==> config.mk <==
export PLATFORM = sky130hd
export DESIGN_NAME = bit_steer_latch
export DESIGN_NICKNAME = d
export VERILOG_FILES = /design/src/rtl/bsl_pkg.sv /design/src/rtl/bsl_rst_sync.sv /design/src/rtl/bsl_mode_dec.sv /design/src/rtl/bsl_addr_dec.sv /design/src/rtl/bsl_bit_cell.sv /design/src/rtl/bit_steer_latch.sv
export SDC_FILE = /design/constraint.sdc
export NUM_CORES = 1
export LEC_CHECK = 0
export ABC_AREA = 1
export BUFFER_PORTS_ARGS = -buffer_cell sky130_fd_sc_hd__buf_2
export CAP_MARGIN = 25
export CELL_PAD_IN_SITES_DETAIL_PLACEMENT = 0
export CELL_PAD_IN_SITES_GLOBAL_PLACEMENT = 1
export CORE_MARGIN = 3
export CORE_UTILIZATION = 34
export CTS_CLUSTER_DIAMETER = 100
export DETAILED_ROUTE_END_ITERATION = 7
export GPL_TIMING_DRIVEN = 1
export PLACE_DENSITY_LB_ADDON = 0.12
export SLEW_MARGIN = 15
export SYNTH_ARGS = -nofsm -noshare
export SYNTH_HDL_FRONTEND = slang
export SYNTH_HIERARCHICAL = 1
export SYNTH_SLANG_ARGS = --single-unit
==> constraint.sdc <==
create_clock -name clk -period 0.8 [get_ports clk]
set_input_delay 0.08 -clock clk [delete_from_list [all_inputs] [get_ports clk]]
set_output_delay 0.08 -clock clk [all_outputs]
set_load 0.1 [all_outputs]
==> src/rtl/bsl_pkg.sv <==
package bsl_pkg;

  // Operating mode of the bank, decoded from the two active-low controls.
  typedef enum logic [1:0] {
    MODE_HOLD  = 2'd0,
    MODE_WRITE = 2'd1,
    MODE_CLEAR = 2'd2,
    MODE_DEMUX = 2'd3
  } bsl_mode_e;

endpackage

==> src/rtl/bsl_rst_sync.sv <==
module bsl_rst_sync #(
  parameter int STAGES = 2
) (
  input  logic clk,
  input  logic rst_n,
  output logic rst_sync_n
);

  localparam int LAST = STAGES - 1;

  logic [LAST:0] shift_q;
  logic [LAST:0] shift_d;

  always_comb begin
    shift_d = {shift_q[LAST-1:0], 1'b1};
  end

  always_ff @(posedge clk or negedge rst_n) begin
    if (!rst_n) shift_q <= '0;
    else        shift_q <= shift_d;
  end

  assign rst_sync_n = shift_q[LAST];

endmodule

==> src/rtl/bsl_mode_dec.sv <==
module bsl_mode_dec
  import bsl_pkg::*;
(
  input  logic      en_n,
  input  logic      clr_n,
  output bsl_mode_e mode
);

  always_comb begin
    unique case ({~clr_n, ~en_n})
      2'b00:   mode = MODE_HOLD;
      2'b01:   mode = MODE_WRITE;
      2'b10:   mode = MODE_CLEAR;
      default: mode = MODE_DEMUX;
    endcase
  end

endmodule

==> src/rtl/bsl_addr_dec.sv <==
module bsl_addr_dec #(
  parameter int ADDR_W = 3
) (
  input  logic [ADDR_W-1:0]       addr,
  output logic [(1<<ADDR_W)-1:0]  sel
);

  localparam int NBITS = 1 << ADDR_W;

  for (genvar i = 0; i < NBITS; i++) begin : g_sel
    localparam logic [ADDR_W-1:0] IDX = ADDR_W'(i);
    assign sel[i] = (addr == IDX);
  end

endmodule

==> src/rtl/bsl_bit_cell.sv <==
module bsl_bit_cell
  import bsl_pkg::*;
(
  input  logic      clk,
  input  logic      rst_n,
  input  logic      din,
  input  logic      sel,
  input  bsl_mode_e mode,
  output logic      q
);

  logic q_r;
  logic q_nxt;
  logic ce;

  // next-state and clock enable
  always_comb begin
    ce    = 1'b0;
    q_nxt = q_r;
    unique case (mode)
      MODE_HOLD: begin
        ce    = 1'b0;
        q_nxt = q_r;
      end
      MODE_WRITE: begin
        ce    = sel;
        q_nxt = din;
      end
      MODE_CLEAR: begin
        ce    = 1'b1;
        q_nxt = 1'b0;
      end
      default: begin
        ce    = 1'b1;
        q_nxt = sel & din;
      end
    endcase
  end

  always_ff @(posedge clk or negedge rst_n) begin
    if (!rst_n)  q_r <= 1'b0;
    else if (ce) q_r <= q_nxt;
  end

  assign q = q_r;

endmodule

==> src/rtl/bit_steer_latch.sv <==
module bit_steer_latch
  import bsl_pkg::*;
#(
  parameter int ADDR_W    = 3,
  parameter int RST_STAGE = 2
) (
  input  logic                     clk,
  input  logic                     rst_n,
  input  logic                     din,
  input  logic [ADDR_W-1:0]        addr,
  input  logic                     en_n,
  input  logic                     clr_n,
  output logic [(1<<ADDR_W)-1:0]   q
);

  localparam int NBITS = 1 << ADDR_W;

  logic             rst_int_n;
  bsl_mode_e        mode;
  logic [NBITS-1:0] sel;
  logic [NBITS-1:0] bits;

  bsl_rst_sync #(.STAGES(RST_STAGE)) u_rst_sync (
    .clk        (clk),
    .rst_n      (rst_n),
    .rst_sync_n (rst_int_n)
  );

  bsl_mode_dec u_mode_dec (
    .en_n  (en_n),
    .clr_n (clr_n),
    .mode  (mode)
  );

  bsl_addr_dec #(.ADDR_W(ADDR_W)) u_addr_dec (
    .addr (addr),
    .sel  (sel)
  );

  for (genvar i = 0; i < NBITS; i++) begin : g_cell
    bsl_bit_cell u_cell (
      .clk   (clk),
      .rst_n (rst_int_n),
      .din   (din),
      .sel   (sel[i]),
      .mode  (mode),
      .q     (bits[i])
    );
  end

  assign q = bits;


  write_take_chk: assert property (@(posedge clk) disable iff (!rst_int_n)
    (mode == MODE_WRITE) |=> ((q & $past(sel)) == ($past(din) ? $past(sel) : '0)));


  others_keep_chk: assert property (@(posedge clk) disable iff (!rst_int_n)
    (mode == MODE_WRITE) |=> ((q & ~$past(sel)) == ($past(q) & ~$past(sel))));


  hold_stable_chk: assert property (@(posedge clk) disable iff (!rst_int_n)
    (mode == MODE_HOLD) |=> $stable(q));


  clear_zero_chk: assert property (@(posedge clk) disable iff (!rst_int_n)
    (mode == MODE_CLEAR) |=> (q == '0));


  demux_only_chk: assert property (@(posedge clk) disable iff (!rst_int_n)
    (mode == MODE_DEMUX) |=> ((q & ~$past(sel)) == '0));


  single_change_chk: assert property (@(posedge clk) disable iff (!rst_int_n)
    clr_n |=> ($countones(q ^ $past(q)) <= 1));

endmodule

==> metrics.md <==
| Metric | Value |
|---|---|
| Core area | 2500 um^2 |
| Fmax achieved | 970.0 MHz |
| Top_reg_cell synth | dfrtp_1 |
| Xor/xnor share of the synthesized area | 0% |
| CP cell instances | buf_12 |
| Final max-slew violation count | 0 |
| Reg-to-reg slack, setup | -80 ps |
| Tmin final | 1031 ps |
| Hold crit path type | in2async |
| Netlist cell types | 9 |
| Vias in the first global route | 882 |
| P_leak | 0.0007915 uW |
| Total number of vias | 874 |
| Root Buffer | clkbuf_4 |
| CP max FO | 2 |
| Final setup viols | 16 |
| Vias per cell | 4.327 |
| Cell with the most instances after synthesis | inv_1 |
| Critical Path Start | g_cell[7].u_cell/q |
| Synth Warn # | 6 |
| WP data arrival | 950 ps |
| PwrDens | 1151 nW/um^2 |
| Fillers | 224 |
| Max cap viols | 0 |
| Inst Count DP | 187 |
| Worst r2r src | g_cell[3].u_cell/q |
| Hpwl dp | 1491 um |
| Largest net degree at the start of global routing | 9 |
| Yosys top cell area share | 27.86% |
| Setup WS pre-CTS | -328.4 ps |
| Crit path largest cell delay | 500 ps |
| Fraction of registers with async set/reset | 100.0% |
| First-pass GRT wire length | 3753 um |
| CTS clock-pin slew for the worst setup and hold paths | 80 ps |
| Drt initial violations | 22 |
| Commonest cells post-synth | 44 x inv_1, 28 x nand2_1, 24 x nor2_1, 16 x ha_1, 10 x dfrtp_1 |
| Post-layout util | 55.86% |
| Clock Latency Late Sink | 280 ps |
| Max VDD drop | 753.0 uV |
| Levels on crit path | 1 |
| Status | finished, violations left |
| GR peak layer | met2 |
| Drt wl/cell | 10.20 um |
| Post-Route WL | 2060 um |
| CP Buf/Inv Count | 1 |
| Failing checks | negative setup slack |
| Compound-Gate Fraction of Synth Area | 4.457% |
| Clk sinks | 10 |
| Critical path class | reg2out |
| Mux share of post-synthesis cell area | 0% |
| Met2 usage | 23.39% |
| Post-Syn Area | 898.4 um^2 |
| Seq/Total Area, Yosys | 27.86% |
| Layout cells sized above 1 | 30.23% |
| Fin area | 1396 um^2 |
| P&R area growth vs syn | 55.43% |
| Final Wtd Congestion | 0.7315 |
| Antenna violations before repair | 0 |
| #FFs+latches synth | 10 |
| RSZ-0062 raised after global routing | true |
| Fin. Hold Viols | 0 |
| Full die area | 3295 um^2 |
| R2r worst-path depth | 3 |
| CTS Buf Count | 3 |
| Clock Tree Buf Depth | 2 |
| Main combinational cell family by area after synthesis | simple AND/OR/NAND/NOR gates |
| DRC viols | 0 |
| Met3 Use GR | 4.299% |
| M1 GR Usage | 18.37% |
| Die width | 57.40 um |
| Gr ovfl total | 0 |
| Clk_skew | 10.58 ps |
| TritonCTS clock tree | built |
| Critical-path top delay cell | dfrtp_4 |
| Rows | 18 |
| Yosys top cell by area | dfrtp_1 |
| Fin nets | 197 |
| Mapped Cells | 140 |
| Setup crit end kind | output pin |
| Initial Util | 35.94% |
| Die Ht | 57.40 um |
| Syn avg cell area | 6.417 um^2 |
| CP Launch Type | flop |
| DP Area | 1222 um^2 |
| Post-synth EDFFs | 0 |
| Reg2reg end | g_cell[3].u_cell/q |
| IO Port Bufs | 15 |
| Period Utilization, post-route | 128.9% |
| Total power | 1608 uW |
| Total GRT Usage | 14.46% |
| Post-route ant nets | 0 |
| I/O pin total | 16 |
| Final WS setup | -231.0 ps |
| H-tree levels | 1 |
| Simple-gate area share of the yosys netlist | 26.18% |
| Post-route insts no fill | 202 |
| Family with the most delay on the worst path | flip-flops |
| Crit path to | q[7] |
| Post-synthesis adder-cell area fraction | 22.28% |
| First-pass detailed-route iteration total | 4 |
| CP required | 720 ps |
| Ant diodes | 0 |
| Net Count, Synth | 164 |
| Synth area leaders | dfrtp_1 28%, ha_1 22%, inv_1 18%, nand2_1 12%, nor2_1 10% |
worst min-delay path by stage:
| stage | from | to | depth (start not counted) |
|---|---|---|---|
| 6_report | rst_n | u_rst_sync/shift_q[0] | 2 |
| 5_1_grt | rst_n | u_rst_sync/shift_q[0] | 2 |
| 4_1_cts | rst_n | u_rst_sync/shift_q[0] | 2 |
| 3_5_place_dp | rst_n | u_rst_sync/shift_q[1] | 1 |
| 3_3_place_gp | rst_n | u_rst_sync/shift_q[0] | 1 |
| 2_1_floorplan | rst_n | u_rst_sync/shift_q[0] | 0 |
cells in the final DEF, fill, tap and decap left out:
cell type	instances
clkinvlp_4	1
buf_12	10
dfrtp_1	2
a21oi_2	8
dlygate4sd3_1	1
nand3_1	8
buf_16	1
buf_2	6
dfrtp_4	8
conb_1	1
ha_4	1
buf_6	4
buf_4	6
ha_1	15
nor2_1	24
inv_1	40
clkbuf_4	3
nand2_1	28
clkbuf_1	1
inv_2	4
final cells by class:
type                       count  area, um^2  area share (%)
timing repair buffer          28       357.8           25.63
clock buffer                   4       26.28           1.882
multi-input combinational     85       521.8           37.37
inverter                      45       172.7           12.37
tap                           30       37.54           2.688
sequential                    10       280.3           20.07
flip-flops by register name, summed over array words and instances (netlist names):
signal	flops
g_cell.u_cell/q	8
u_rst_sync/shift_q	2
cells by family (layout without fill, tap and decap cells):
family	after synthesis	after routing
AND/OR/NAND/NOR	60	60
buffers and inverters	45	77
adder cells (fa/ha/maj)	16	16
flip-flops	10	10
AO/OA/AOI/OAI	8	8
other	1	1
metrics by stage:
step,TNS [ps],hold WS [ps]
floorplan,-844.3,-215.6
finish,-2340,111.3
CTS,-2376,100.8
global route,-2940,102.6
global placement,-2081,-134.6
detailed placement,-2344,-134.0
power breakdown:
part           switching, uW  total [uW]  internal [uW]
Clock                    211         404            193
Combinational            366         627            261
Sequential              33.9         577            543
timing repair:
item | in CTS | in global routing
setup endpoints to repair | 12 | 16
resized for setup | 7 | 2
hold buffers | 1 | 0
cloned | 1 | 0
pin swaps | 2 | 5
setup buffers | 7 | 3
hold endpoints to repair | 2 | 0
per-layer routing:
| layer | routed length [um] | up-vias |
|---|---|---|
| li1 | - | 466 |
| met1 | 944 | 393 |
| met2 | 1029 | 15 |
| met3 | 86 | 0 |
| met4 | 0 | 0 |
| met5 | 0 | - |
No activity file was read; power rests on OpenSTA's default activity.
